### src/rtl/dbc_pkg.sv
// Shared constants and reset-value helpers for the block countdown interrupt generator.
package dbc_pkg;
    localparam int ACK16_BIT = 1;

    // Map an IRQ line number to its one-hot source code; unknown lines fall back to line 5.
    function automatic logic [7:0] irq_line_code(input int line);
        case (line)
            2:       irq_line_code = 8'h01;
            5:       irq_line_code = 8'h02;
            7:       irq_line_code = 8'h04;
            10:      irq_line_code = 8'h08;
            default: irq_line_code = 8'h02;
        endcase
    endfunction

    // Reset value of the DMA configuration register for a low channel number.
    function automatic logic [7:0] dma_cfg_reset(input int chan);
        logic [7:0] c;
        c = 8'(chan & 3);
        dma_cfg_reset = 8'h20 | (c << 1);
    endfunction
endpackage

### src/rtl/dbc_cfg_regs.sv
// Configuration registers: IRQ source code and DMA channel setup.
// Assumes one write port; a write takes effect on the next cycle.
module dbc_cfg_regs #(
    parameter int IRQ_LINE = 5,
    parameter int DMA_CHAN = 1
) (
    input  logic       clk,
    input  logic       rst_n,
    input  logic       cfg_we_i,
    input  logic       cfg_sel_i,
    input  logic [7:0] cfg_wdata_i,
    output logic [7:0] irq_cfg_o,
    output logic [7:0] dma_cfg_o
);
    import dbc_pkg::*;

    localparam logic [7:0] IRQ_RST = irq_line_code(IRQ_LINE);
    localparam logic [7:0] DMA_RST = dma_cfg_reset(DMA_CHAN);

    // Register write and reset.
    always_ff @(posedge clk) begin
        if (!rst_n) begin
            irq_cfg_o <= IRQ_RST;
            dma_cfg_o <= DMA_RST;
        end else if (cfg_we_i) begin
            if (cfg_sel_i) dma_cfg_o <= cfg_wdata_i;
            else           irq_cfg_o <= cfg_wdata_i;
        end
    end
endmodule

### src/rtl/dbc_countdown.sv
// Signed byte countdown, ring position and per-request byte count.
// Assumes chunk_i <= ring_len_i and ring_len_i > 0 while requests flow.
module dbc_countdown #(
    parameter int SW = 16
) (
    input  logic                 clk,
    input  logic                 rst_n,
    input  logic                 start_i,
    input  logic [SW-1:0]        buf_size_i,
    input  logic                 auto_init_i,
    input  logic                 speaker_on_i,
    input  logic                 xfer_req_i,
    input  logic [SW-1:0]        chunk_i,
    input  logic [SW-1:0]        ring_len_i,
    input  logic                 dreq_i,
    output logic signed [SW+1:0] remain_o,
    output logic [SW-1:0]        pos_o,
    output logic [SW-1:0]        taken_o,
    output logic                 take_vld_o,
    output logic                 expire_o,
    output logic                 auto_o
);
    localparam int CW = SW + 2;

    logic [SW-1:0]        size_q;
    logic signed [CW-1:0] size_s, chunk_s, dec_s, cnt_n;
    logic [SW-1:0]        take;
    logic [SW:0]          psum, pos_n;
    logic                 accept, reload_only, do_take;

    assign size_s  = $signed({2'b00, size_q});
    assign chunk_s = $signed({2'b00, chunk_i});

    // Qualify a request and pick the reload-only or transfer path.
    always_comb begin
        accept      = xfer_req_i && dreq_i && speaker_on_i && (chunk_i != '0) && !start_i;
        reload_only = accept && remain_o[CW-1];
        do_take     = accept && !remain_o[CW-1];
    end

    // Bytes taken: clipped to the remainder in single-cycle mode.
    always_comb begin
        if (!auto_o && (remain_o <= chunk_s)) take = remain_o[SW-1:0];
        else                                   take = chunk_i;
    end

    // Countdown after the take, and expiry with reload.
    always_comb begin
        dec_s    = remain_o - $signed({2'b00, take});
        expire_o = do_take && (dec_s <= 0);
        cnt_n    = remain_o;
        if (reload_only)   cnt_n = remain_o + size_s;
        else if (expire_o) cnt_n = dec_s + size_s;
        else if (do_take)  cnt_n = dec_s;
    end

    // Ring position advance with wrap.
    always_comb begin
        psum = {1'b0, pos_o} + {1'b0, take};
        if (psum >= {1'b0, ring_len_i}) pos_n = psum - {1'b0, ring_len_i};
        else                            pos_n = psum;
    end

    // State update: start loads, accepted requests advance.
    always_ff @(posedge clk) begin
        if (!rst_n) begin
            remain_o   <= '0;
            pos_o      <= '0;
            size_q     <= '0;
            auto_o     <= 1'b0;
            taken_o    <= '0;
            take_vld_o <= 1'b0;
        end else begin
            take_vld_o <= do_take;
            taken_o    <= do_take ? take : '0;
            if (start_i) begin
                remain_o <= $signed({2'b00, buf_size_i});
                size_q   <= buf_size_i;
                pos_o    <= '0;
                auto_o   <= auto_init_i;
            end else begin
                remain_o <= cnt_n;
                if (do_take) pos_o <= pos_n[SW-1:0];
            end
        end
    end
endmodule

### src/rtl/dbc_status.sv
// Sticky interrupt status, IRQ pulse and DMA request hold/release.
// Assumes expire_i is a single-cycle strobe from the countdown.
module dbc_status (
    input  logic       clk,
    input  logic       rst_n,
    input  logic       start_i,
    input  logic       expire_i,
    input  logic       auto_i,
    input  logic       irq_suppress_i,
    input  logic       ack16_i,
    input  logic [7:0] irq_cfg_i,
    output logic [7:0] status_o,
    output logic       irq_o,
    output logic       dreq_o
);
    import dbc_pkg::*;

    logic [7:0] clr_mask, set_mask;

    // Acknowledge clears its own bit; expiry sets the configured sources.
    always_comb begin
        clr_mask            = '0;
        clr_mask[ACK16_BIT] = ack16_i;
        set_mask            = expire_i ? irq_cfg_i : '0;
    end

    // Status, IRQ pulse and DMA request registers.
    always_ff @(posedge clk) begin
        if (!rst_n) begin
            status_o <= '0;
            irq_o    <= 1'b0;
            dreq_o   <= 1'b0;
        end else begin
            status_o <= (status_o & ~clr_mask) | set_mask;
            irq_o    <= expire_i && !irq_suppress_i;
            if (start_i)                  dreq_o <= 1'b1;
            else if (expire_i && !auto_i) dreq_o <= 1'b0;
        end
    end
endmodule

### src/rtl/dbc_block_irq.sv
// Top: DMA block countdown interrupt generator.
// Assumes the DMA engine offers at most one request per cycle.
module dbc_block_irq #(
    parameter int SW       = 16,
    parameter int IRQ_LINE = 5,
    parameter int DMA_CHAN = 1
) (
    input  logic                 clk,
    input  logic                 rst_n,
    input  logic                 start_i,
    input  logic [SW-1:0]        buf_size_i,
    input  logic                 auto_init_i,
    input  logic                 speaker_on_i,
    input  logic                 irq_suppress_i,
    input  logic                 xfer_req_i,
    input  logic [SW-1:0]        chunk_i,
    input  logic [SW-1:0]        ring_len_i,
    input  logic                 cfg_we_i,
    input  logic                 cfg_sel_i,
    input  logic [7:0]           cfg_wdata_i,
    input  logic                 ack16_i,
    output logic signed [SW+1:0] remain_o,
    output logic [SW-1:0]        pos_o,
    output logic [SW-1:0]        taken_o,
    output logic                 take_vld_o,
    output logic [7:0]           status_o,
    output logic                 irq_o,
    output logic                 dreq_o,
    output logic [7:0]           irq_cfg_o,
    output logic [7:0]           dma_cfg_o,
    output logic [7:0]           ack_rdata_o
);
    logic expire_w, auto_w;

    // Acknowledge port read data.
    always_comb ack_rdata_o = ack16_i ? 8'hFF : 8'h00;

    dbc_cfg_regs #(.IRQ_LINE(IRQ_LINE), .DMA_CHAN(DMA_CHAN)) cfg_i (
        .clk(clk), .rst_n(rst_n), .cfg_we_i(cfg_we_i), .cfg_sel_i(cfg_sel_i),
        .cfg_wdata_i(cfg_wdata_i), .irq_cfg_o(irq_cfg_o), .dma_cfg_o(dma_cfg_o)
    );

    dbc_countdown #(.SW(SW)) cnt_i (
        .clk(clk), .rst_n(rst_n), .start_i(start_i), .buf_size_i(buf_size_i),
        .auto_init_i(auto_init_i), .speaker_on_i(speaker_on_i), .xfer_req_i(xfer_req_i),
        .chunk_i(chunk_i), .ring_len_i(ring_len_i), .dreq_i(dreq_o),
        .remain_o(remain_o), .pos_o(pos_o), .taken_o(taken_o), .take_vld_o(take_vld_o),
        .expire_o(expire_w), .auto_o(auto_w)
    );

    dbc_status stat_i (
        .clk(clk), .rst_n(rst_n), .start_i(start_i), .expire_i(expire_w), .auto_i(auto_w),
        .irq_suppress_i(irq_suppress_i), .ack16_i(ack16_i), .irq_cfg_i(irq_cfg_o),
        .status_o(status_o), .irq_o(irq_o), .dreq_o(dreq_o)
    );
endmodule

### config.mk
export PLATFORM = sky130hd
export DESIGN_NAME = dbc_block_irq
export DESIGN_NICKNAME = d
export VERILOG_FILES = /design/src/rtl/dbc_pkg.sv /design/src/rtl/dbc_cfg_regs.sv /design/src/rtl/dbc_countdown.sv /design/src/rtl/dbc_status.sv /design/src/rtl/dbc_block_irq.sv
export SDC_FILE = /design/constraint.sdc
export NUM_CORES = 1
export LEC_CHECK = 0
export BUFFER_PORTS_ARGS = -buffer_cell sky130_fd_sc_hd__buf_2
export CORE_AREA = 2 2 187 189
export CTS_CLUSTER_DIAMETER = 80
export DETAILED_ROUTE_END_ITERATION = 7
export DIE_AREA = 0 0 189 191
export PLACE_DENSITY = 0.54
export SYNTH_ARGS = -nofsm -noshare
export SYNTH_HDL_FRONTEND = slang
export SYNTH_SLANG_ARGS = --single-unit
export TNS_END_PERCENT = 50
### constraint.sdc
create_clock -name clk -period 7.48 [get_ports clk]
set_input_delay 0.748 -clock clk [delete_from_list [all_inputs] [get_ports clk]]
set_output_delay 0.748 -clock clk [all_outputs]
set_load 0.005 [all_outputs]
==> results of run 1 <==
## worst max-delay path, delay by kind of cell
family          cells  cell delay (ps)
compound gates     16             3870
xor+xnor            1              120
fa+ha+maj           3              840
buf+inv             3              340
mux                 1              340
simple gates        6             1010
## power groups by stage
stage | logic [mW] | clock network, mW | registers (mW)
2_1_floorplan | 0.656 | 0 | 0.549
3_3_place_gp | 0.851 | 0 | 0.558
3_5_place_dp | 0.860 | 0 | 0.558
4_1_cts | 0.866 | 0.515 | 0.547
5_1_grt | 0.974 | 0.532 | 0.550
6_report | 0.875 | 0.498 | 0.547
## final cells by class
cell class / count / area, um2 / area share
multi-input combinational: 868 / 5951 / 0.5949
sequential: 94 / 1882 / 0.1881
timing repair buffer: 173 / 935.9 / 0.09357
tap: 455 / 569.3 / 0.05692
inverter: 96 / 360.3 / 0.03603
clock buffer: 9 / 225.2 / 0.02252
clock inverter: 7 / 78.83 / 0.007881
## per-layer routing
layer	track usage	vias to the layer above	part of all wire
li1	-	4269	-
met1	0.2040	3891	0.47
met2	0.2573	250	0.44
met3	0.03727	31	0.069
met4	0.03275	4	0.015
met5	0	-	0.00081
## state kept, by name, summed over array words and instances, names as in the netlist, 8 cells and up
signal and count:
cfg_i.dma_cfg_o 8, cnt_i.pos_o 16, cnt_i.size_q 16, stat_i.status_o 8, cnt_i.taken_o 16, cfg_i.irq_cfg_o 8, cnt_i.remain_o 18
## cell usage in the layout, fill, tap and decap left out, drive strengths merged, types with 10 or more instances in the layout
cell,n
o21ai,67
and2,13
a21oi,111
o211ai,13
o21bai,15
xnor2,45
a21o,16
xor2,21
inv,100
dfxtp,94
buf,173
a31oi,15
and3,10
mux2i,20
nand2b,12
nor2b,10
nand2,100
ha,89
nor3,16
nand3,31
nor2,103
a211oi,18
## cells by family after synthesis
| family | count (synthesis) | share of synthesized area |
|---|---|---|
| adder cells (fa/ha/maj) | 96 | 0.1436 |
| flip-flops | 94 | 0.2226 |
| AO/OA/AOI/OAI | 346 | 0.2724 |
| multiplexers | 21 | 0.02501 |
| buffers and inverters | 148 | 0.07401 |
| AND/OR/NAND/NOR | 339 | 0.1941 |
| XOR/XNOR | 66 | 0.06838 |
## how the worst max path moves through the flow
| stage | startpoint | end | slack (ps) |
|---|---|---|---|
| finish | chunk_i[15] | cnt_i.pos_o[14]$_SDFFE_PP0P_ | 530 |
| global route | chunk_i[15] | cnt_i.pos_o[11]$_SDFFE_PP0P_ | 10 |
| detailed placement | chunk_i[15] | cnt_i.pos_o[0]$_SDFFE_PP0P_ | 90 |
| global placement | chunk_i[15] | cnt_i.pos_o[0]$_SDFFE_PP0P_ | 170 |
| floorplan | chunk_i[5] | cnt_i.pos_o[11]$_SDFFE_PP0P_ | 740 |
| CTS | chunk_i[15] | cnt_i.pos_o[0]$_SDFFE_PP0P_ | 460 |
## stage by stage
step,setup slack [ps],area (um2)
finish,527.1,10000
global route,10.43,10000
global placement,170.2,9676
detailed placement,92.99,9676
floorplan,737.2,8453
CTS,456.0,9980
==> summary.txt, run 1 <==
Global routing
  – Vias in the first global route: 8016
  – Pin count of the biggest net entering global routing: between 40 and 50
  – First-pass GRT wire length: ~44 mm
  – Grt total ovfl: 0
  – Initial antenna violation count: 3
  – GRT Resource Usage Total: 0.1552

Power
  – Flop pwr share: 0.285
  – Clk pwr share: 0.259
  – Combinational share of power: 0.456
  – PwrDens: roughly 190 mW/mm2
  – Tot Pwr: between 1.5 and 2 mW
  – Net Sw Frac: 0.4161
  – Cell-internal power: 1.122 mW
  – Net Sw Power: approximately 0.80 mW
  – P_leak: around 4.7 nW
  – Max VDD drop: 0.1244 mV

Critical path
  – Crit end category: flop
  – R2r worst-path depth: 28
  – WP data arrival: 7260 ps
  – CP Max Fanout: 6
  – Worst EP required: between 7000 and 8000 ps
  – CP max stage cell: a2111o_1
  – Reg2reg start: cnt_i.remain_o[15]$_SDFFE_PN0P_
  – Critical Path Max Stage Delay: between 400 and 500 ps
  – Crit path top cell by count: ha_1
  – WS Path Type: input port to flop
  – R2r setup slk: 580 ps
  – Startpoint Class: input port
  – RR Endpoint: cnt_i.pos_o[14]$_SDFFE_PP0P_

Routing
  – Post-Route WL: ~29 mm
  – Remaining DRCs: 0
  – Initial detailed-routing violation count: between 400 and 500
  – Antenna Violating Nets Remaining: 0
  – Wire length per cell: 16.75 um
  – Via density: around 5
  – Routed vias: between 8000 and 9000
  – DR pass1 iterations: 5

Finish
  – Non-filler instance count after layout: between 1500 and 2000
  – Share of layout cells above drive strength 1: 0.1764
  – Nets@finish: 1400
  – Area Overhead vs Synth: 18.32%
  – Antenna Cells: 0
  – FILL cells: between 3000 and 4000
  – Fin util: 0.2932

Yosys
  – Ranking of synthesized cells by area: dfxtp_1 22%, ha_1 13%, a21oi_1 6.5%
  – Most common cell in the netlist: a21oi_1
  – Syn_nets: between 1000 and 1500
  – Syn Area/Cell: 7.615 um2
  – Ys Warns: 0
  – Asr flop ratio synth: 0
  – Sequential-to-total area share from yosys stat: 0.2226
  – Netlist cell types: a little under 90
  – Post-synth top cells: 110 x a21oi_1, 102 x nor2_1, 100 x nand2_1, 94 x dfxtp_1, 94 x inv_1
  – Synth top area share: 0.2226
  – Synth Register Bits: 94
  – Netlist Area Pre-Place: about 0.0085 mm2
  – Cell taking the most area after synthesis: dfxtp_1
  – EDFF count, synth: 0
  – Ys flop type: dfxtp_1
  – Cell count after synthesis: between 1000 and 1500

Clock tree
  – Post-cts repair resize count: 0
  – Clock root buffer: clkbuf_16
  – CTS tree: built
  – Postcts setup bufs: 0
  – Clock buffer count from CTS: 9
  – Clk_lat worst skew: about 370 ps
  – H-tree depth: 3
  – Worst-path clk slew: approximately 80 ps
  – Clock sink count: between 90 and 100
  – CTS Buffer Depth: 2
  – Post-CTS Hold Buffers: 0

STA
  – Final hold vios: 0
  – Slew HR: 0.4237
  – Hold WS: approximately 460 ps
  – Period minus WS final: approximately 7000 ps
  – Slew @ Worst Pin: about 860 ps
  – RSZ-0062 raised after global routing: false
  – Setup violators final: 0
  – TNS Setup: 0 ps
  – Max Clk Rate: 143.8 MHz
  – Clock skew: roughly 9.2 ps
  – Max-slew violation count: 0
  – Period Utilization, post-route: 0.9295

Floorplanning
  – Die area: 0.03610 mm2
  – Core area: around 0.034 mm2
  – Die Ht: roughly 190 um
  – Rows: 68
  – Die X: between 150 and 200 um
  – Io pins: around 150
  – Starting Density: 0.2478

Run
  – Maxcap violations: 0

Placed design
  – Gpl congestion: 0.8761
  – Hpwl dp: about 23 mm
  – Placed Cells: between 1500 and 2000
  – Port bufs: 150

Hold path
  – Hold Startpoint: cfg_i.dma_cfg_o[3]$_SDFFE_PN0P_
  – Hold Path Sink: cfg_i.dma_cfg_o[3]$_SDFFE_PN0P_
  – HP Class: flop to flop
  – Hold path cells: 2

Run status
  – Status: completed
(Power assumes the default switching activity.)
==> run 2: changes to the inputs <==
--- a/config.mk
+++ b/config.mk
@@ -10,7 +10,7 @@
 export CTS_CLUSTER_DIAMETER = 80
 export DETAILED_ROUTE_END_ITERATION = 7
 export DIE_AREA = 0 0 189 191
-export PLACE_DENSITY = 0.54
+export PLACE_DENSITY = 0.47
 export SYNTH_ARGS = -nofsm -noshare
 export SYNTH_HDL_FRONTEND = slang
 export SYNTH_SLANG_ARGS = --single-unit
==> summary.txt, run 2 (synthesis gave the netlist of run 1 again) <==
Run status
  – Status: completed

STA
  – Slew HR: 0.4583 (+0.03467)
  – Max-slew violation count: 0 (unchanged)
  – Period Utilization, post-route: 0.9336 (+0.004043)
  – Period minus WS final: 6983 ps (+30.24 ps)
  – Clock skew: 15.27 ps (+6.025 ps)
  – TNS Setup: 0 ps (unchanged)
  – RSZ-0062 raised after global routing: false
  – Max Clk Rate: 143.2 MHz (-0.43%)
  – Setup violators final: 0 (unchanged)
  – Hold WS: 458.9 ps (-1.276 ps)
  – Final hold vios: 0 (unchanged)
  – Setup ws final: 496.9 ps (-30.24 ps)
  – Slew @ Worst Pin: 805.1 ps (-57.34 ps)

Finish
  – Share of layout cells above drive strength 1: 0.1812 (+0.004742)
  – Most common cell after layout, fill and taps aside: buf_2
  – Most frequent cells in the layout: 150 x buf_2, 110 x a21oi_1, 100 x nand2_1, 100 x nor2_1
  – Max reg flops: 18 (unchanged)
  – Top reg by flops: cnt_i.remain_o
  – Nets@finish: 1406 (+0.43%)
  – Area Overhead vs Synth: 18.90%
  – FILL cells: 3735 (+1.1%)
  – Fin util: 0.2946 (+0.001430)

Routing
  – Routed vias: 8466 (+0.25%)
  – Antenna Violating Nets Remaining: 0 (unchanged)
  – Via density: 4.954 (-0.16%)
  – Wire length per cell: 17.17 um (+2.5%)
  – Initial detailed-routing violation count: 579 (+23%)
  – Post-Route WL: 29.34 mm (+2.9%)
  – Remaining DRCs: 0 (unchanged)
  – DR pass1 iterations: 5 (unchanged)

Critical path
  – Crit end category: flop
  – Startpoint Class: input port
  – CP bufs+invs: 4 (+1)
  – Critical Path Max Stage Delay: 460 ps (about the same)
  – WS Path Type: input port to flop
  – Top delay family on crit path: compound AO/OA/AOI/OAI gates
  – R2r setup slk: 550 ps (-30 ps)
  – R2r worst-path depth: 30 (+7.1%)
  – Crit path top cell by count: ha_1
  – WP data arrival: 7220 ps (-40 ps)
  – CP max stage cell: a2111o_1
  – Reg2reg start: cnt_i.remain_o[15]$_SDFFE_PN0P_
  – Worst EP required: 7710 ps (-70 ps)
  – CP Max Fanout: 22 (+16)
  – RR Endpoint: cnt_i.pos_o[11]$_SDFFE_PP0P_

Floorplanning
  – Die area: 0.03610 mm2 (unchanged)
  – Core area: 0.03412 mm2 (unchanged)
  – Io pins: 151 (unchanged)
  – Starting Density: 0.2478 (unchanged)
  – Die X: 189 um (unchanged)
  – Die Ht: 191 um (unchanged)
  – Rows: 68 (unchanged)

Clock tree
  – Clock buffer count from CTS: 9 (unchanged)
  – Clk_lat worst skew: 370 ps (about the same)
  – CTS Buffer Depth: 2 (unchanged)
  – Clock sink count: 94 (unchanged)
  – CTS tree: built
  – Clock root buffer: clkbuf_16
  – Worst-path clk slew: 80 ps (about the same)
  – H-tree depth: 3 (unchanged)

Hold path
  – Hold Path Sink: cfg_i.dma_cfg_o[7]$_SDFFE_PN0P_
  – Hold path cells: 2 (unchanged)
  – Hold Startpoint: cfg_i.dma_cfg_o[7]$_SDFFE_PN0P_
  – HP Class: flop to flop

Power
  – PwrDens: 191.2 mW/mm2 (-0.44%)
  – Max VDD drop: 0.1276 mV (+2.6%)
  – Tot Pwr: 1.922 mW (about the same)
  – P_leak: 4.729 nW (+0.48%)

Placed design
  – Gpl congestion: 0.8628 (-1.5%)
  – Port bufs: 150 (unchanged)
  – Hpwl dp: 23.30 mm (+3.5%)
  – Pre-CTS setup slack: 110.2 ps (+17.19 ps)

Global routing
  – Vias in the first global route: 8332 (+3.9%)
  – GRT Resource Usage Total: 0.1616 (+0.006438)
  – First-pass GRT wire length: 45.78 mm (+4.0%)
  – Pin count of the biggest net entering global routing: 45 (+2.3%)
  – Initial antenna violation count: 4 (+1)
  – Grt total ovfl: 0 (unchanged)

Run
  – Maxcap violations: 0 (unchanged)
==> run 2: cell types whose count changed in the layout (fill, tap and decap cells not counted), sizes merged <==
| cell | previous run | this run |
|---|---|---|
| inv | 100 | 99 |
| clkinv | 3 | 4 |
| diode | 0 | 1 |
| buf | 173 | 179 |
==> run 2: power breakdown <==
part,switching [mW],internal (mW)
clock network,0.256,0.242
registers,0.0254,0.519
logic,0.518,0.362
total,0.800,1.12
==> run 2: layout make-up <==
cell class / count / area, um2 / share of cell area
Clock inverter: 7 / 83.83 / 0.008341
Tap cell: 455 / 569.3 / 0.05664
Timing Repair Buffer: 179 / 972.2 / 0.09673
Clock buffer: 9 / 225.2 / 0.02241
Antenna cell: 1 / 2.502 / 0.0002490
Multi-Input combinational cell: 868 / 5956 / 0.5926
Sequential cell: 94 / 1882 / 0.1872
Inverter: 96 / 360.3 / 0.03585
==> run 2: worst max-delay path by stage <==
stage / startpoint / to / cells past startpoint / slack, ps
finish: chunk_i[15] / cnt_i.pos_o[11]$_SDFFE_PP0P_ / 32 / 500
global placement: chunk_i[15] / cnt_i.remain_o[16]$_SDFFE_PP0P_ / 31 / 190
global route: chunk_i[15] / cnt_i.pos_o[11]$_SDFFE_PP0P_ / 32 / 20
floorplan: chunk_i[5] / cnt_i.pos_o[11]$_SDFFE_PP0P_ / 34 / 740
detailed placement: chunk_i[15] / cnt_i.pos_o[11]$_SDFFE_PP0P_ / 32 / 110
CTS: chunk_i[15] / cnt_i.pos_o[11]$_SDFFE_PP0P_ / 32 / 510
==> run 2: repair_timing <==
item	CTS	global route
hold buffers	0	0
setup buffers	0	1
endpoints found under the setup margin	0	10
resized for setup	0	3
==> run 2: tightest hold or removal path: cells and delay by family (launching register included) <==
family | cells | cell delay, ps
simple gates | 1 | 50
flops | 1 | 320
compound gates | 1 | 50
==> run 2: through the flow <==
stage	std cells	cell area (um2)
after floorplan	1110	8453
after global placement	1691	9723
after detailed placement	1691	9723
after CTS	1707	10030
after global routing	1708	10050
final	1709	10050
==> run 2: per-layer routing <==
metal	vias up	wire [um]	part of all wire	GRT usage
met4	4	599	0.020	0.04387
met3	45	1967	0.067	0.03727
li1	4270	-	-	-
met5	-	21	0.00072	0
met1	3890	13890	0.47	0.2166
met2	257	12860	0.44	0.2594
==> run 3: changes to the inputs <==
==> constraint.sdc (replaced) <==
create_clock -name clk -period 7.48 [get_ports clk]
set_input_delay 0.374 -clock clk [delete_from_list [all_inputs] [get_ports clk]]
set_output_delay 0.374 -clock clk [all_outputs]
set_load 0.005 [all_outputs]
==> summary.txt, run 3 (synthesis gave the netlist of run 1 again) <==
Run status
  – Status: completed

Finish
  – Top reg by flops: cnt_i.remain_o
  – Most frequent cells in the layout: 150 x buf_2, 110 x a21oi_1, 100 x nand2_1
  – Post-route cell area: 0.01007 mm2 (+0.15%)
  – Area Overhead vs Synth: 19.08%
  – Most common cell after layout, fill and taps aside: buf_2
  – FILL cells: 3744 (+0.24%)
  – Max reg flops: 18 (unchanged)
  – Share of layout cells above drive strength 1: 0.1849 (+0.003695)
  – Nets@finish: 1408 (+0.14%)

Routing
  – Remaining DRCs: 0 (unchanged)
  – Wire length per cell: 17.49 um (+1.8%)
  – Initial detailed-routing violation count: 494 (-15%)
  – Via density: 4.940 (-0.28%)
  – Routed vias: 8452 (-0.17%)
  – DR pass1 iterations: 5 (unchanged)
  – Post-Route WL: 29.92 mm (+2.0%)
  – Antenna Violating Nets Remaining: 0 (unchanged)

STA
  – TNS Setup: 0 ps (unchanged)
  – Setup violators final: 0 (unchanged)
  – Slew @ Worst Pin: 986.6 ps (+181.5 ps)
  – Max-slew violation count: 0 (unchanged)
  – Period minus WS final: 6929 ps (-54.63 ps)
  – Hold WS: 150.3 ps (-308.6 ps)
  – Slew HR: 0.3423 (-0.1160)
  – Final hold vios: 0 (unchanged)
  – Clock skew: 15.12 ps (-0.1406 ps)
  – Max Clk Rate: 144.3 MHz (+0.79%)
  – Period Utilization, post-route: 0.9263 (-0.007304)

Critical path
  – Startpoint Class: flop
  – CP Max Fanout: 22 (unchanged)
  – Crit path top cell by count: ha_1
  – Critical Path Max Stage Delay: 540 ps (+80 ps)
  – Crit. Startpoint: cnt_i.remain_o[7]$_SDFFE_PN0P_
  – R2r setup slk: 550 ps (about the same)
  – CP endpoint: cnt_i.pos_o[11]$_SDFFE_PP0P_
  – WP data arrival: 7160 ps (-60 ps)
  – Reg2reg start: cnt_i.remain_o[7]$_SDFFE_PN0P_
  – Worst EP required: 7710 ps (about the same)
  – R2r worst-path depth: 29 (-3.3%)
  – CP max stage cell: dfxtp_1
  – RR Endpoint: cnt_i.pos_o[11]$_SDFFE_PP0P_
  – Crit end category: flop
  – WS Path Type: flop to flop

Floorplanning
  – Rows: 68 (unchanged)
  – Core area: 0.03412 mm2 (unchanged)
  – Die X: 189 um (unchanged)
  – Die area: 0.03610 mm2 (unchanged)
  – Starting Density: 0.2478 (unchanged)
  – Io pins: 151 (unchanged)
  – Die Ht: 191 um (unchanged)

Global routing
  – Initial antenna violation count: 4 (unchanged)
  – First-pass GRT wire length: 46.51 mm (+1.6%)
  – Grt total ovfl: 0 (unchanged)
  – GRT Resource Usage Total: 0.1656 (+0.003995)
  – Pin count of the biggest net entering global routing: 44 (-2.2%)
  – Vias in the first global route: 8217 (-1.4%)

Clock tree
  – CTS Buffer Depth: 2 (unchanged)
  – H-tree depth: 3 (unchanged)
  – Clk_lat worst skew: 380 ps (about the same)
  – Clock root buffer: clkbuf_16
  – Clock buffer count from CTS: 9 (unchanged)
  – Post-CTS Hold Buffers: 0 (unchanged)
  – CTS tree: built
  – Worst-path clk slew: 90 ps (about the same)
  – Clock sink count: 94 (unchanged)

Hold path
  – HP Class: input port to flop

Run
  – Maxcap violations: 0 (unchanged)

Placed design
  – Port bufs: 150 (unchanged)
  – Hpwl dp: 23.63 mm (+1.4%)
  – Gpl congestion: 0.8773 (+1.7%)
  – Post-DP Area: 0.009738 mm2 (+0.15%)

Power
  – Max VDD drop: 0.1159 mV (-9.2%)
  – PwrDens: 191.1 mW/mm2 (about the same)
  – P_leak: 4.741 nW (+0.25%)
  – Tot Pwr: 1.924 mW (about the same)
[run 3: cell count changes in the layout (fill, tap and decap cells not counted), sizes merged]
cell    delta
buf        +2
clkinv     -2
inv        +2
[run 3: critical path: cells and delay by family, from the launching register on]
family                   cells  cell delay, ps
XOR/XNOR                     1             210
adder cells (fa/ha/maj)      3             970
flip-flops                   1             540
AND/OR/NAND/NOR              8            1240
AO/OA/AOI/OAI               16            3600
buffers and inverters        1             200
[run 3: layout make-up]
class / count / area (um2) / area share
diodes: 1 / 2.502 / 0.0002486
clock buffers: 9 / 225.2 / 0.02237
clock inverters: 7 / 66.31 / 0.006588
inverters: 96 / 360.3 / 0.03580
multi-input cells: 868 / 5963 / 0.5924
flip-flops and latches: 94 / 1883 / 0.1871
well taps: 455 / 569.3 / 0.05656
repair buffers: 181 / 996.0 / 0.09894
[run 3: power by group]
| part | leakage (nW) | total (mW) | internal (mW) | switching, mW |
|---|---|---|---|---|
| clock network | 0.146 | 0.488 | 0.237 | 0.250 |
| registers | 0.768 | 0.540 | 0.519 | 0.0206 |
| logic | 3.83 | 0.897 | 0.367 | 0.530 |
| total | 4.74 | 1.92 | 1.12 | 0.801 |
[run 3: how the worst min path moves through the flow]
stage,start,depth (start not counted),to,slack [ps]
2_1_floorplan,cfg_i.dma_cfg_o[0]$_SDFFE_PN0P_,2,cfg_i.dma_cfg_o[0]$_SDFFE_PN0P_,450
6_report,irq_suppress_i,2,stat_i.irq_o$_SDFF_PN0_,150
3_5_place_dp,cfg_i.dma_cfg_o[7]$_SDFFE_PN0P_,2,cfg_i.dma_cfg_o[7]$_SDFFE_PN0P_,450
3_3_place_gp,cfg_i.dma_cfg_o[0]$_SDFFE_PN0P_,2,cfg_i.dma_cfg_o[0]$_SDFFE_PN0P_,440
4_1_cts,irq_suppress_i,2,stat_i.irq_o$_SDFF_PN0_,140
5_1_grt,irq_suppress_i,2,stat_i.irq_o$_SDFF_PN0_,150
[run 3: repair_timing]
item                                    in CTS  in global routing
endpoints found under the setup margin       0                 16
setup buffers                                0                  3
gates resized for setup                      0                  3
hold endpoints to repair                     0                  0
[run 3: metrics by stage]
stage / instances / setup slack (ps) / util
global placement: 1691 / 469.6 / 0.2854
CTS: 1707 / 267.0 / 0.2940
finish: 1711 / 551.5 / 0.2950
floorplan: 1110 / 1111 / -
detailed placement: 1691 / 262.0 / 0.2854
global route: 1710 / -69.14 / 0.2950
[run 3: metal layers]
layer  up-vias  GRT usage  share of wire
met1      3863     0.2219           0.47
met4         4    0.03966          0.020
met2       264     0.2702           0.44
met5         -          0        0.00070
li1       4273          -              -
met3        48    0.03580          0.067
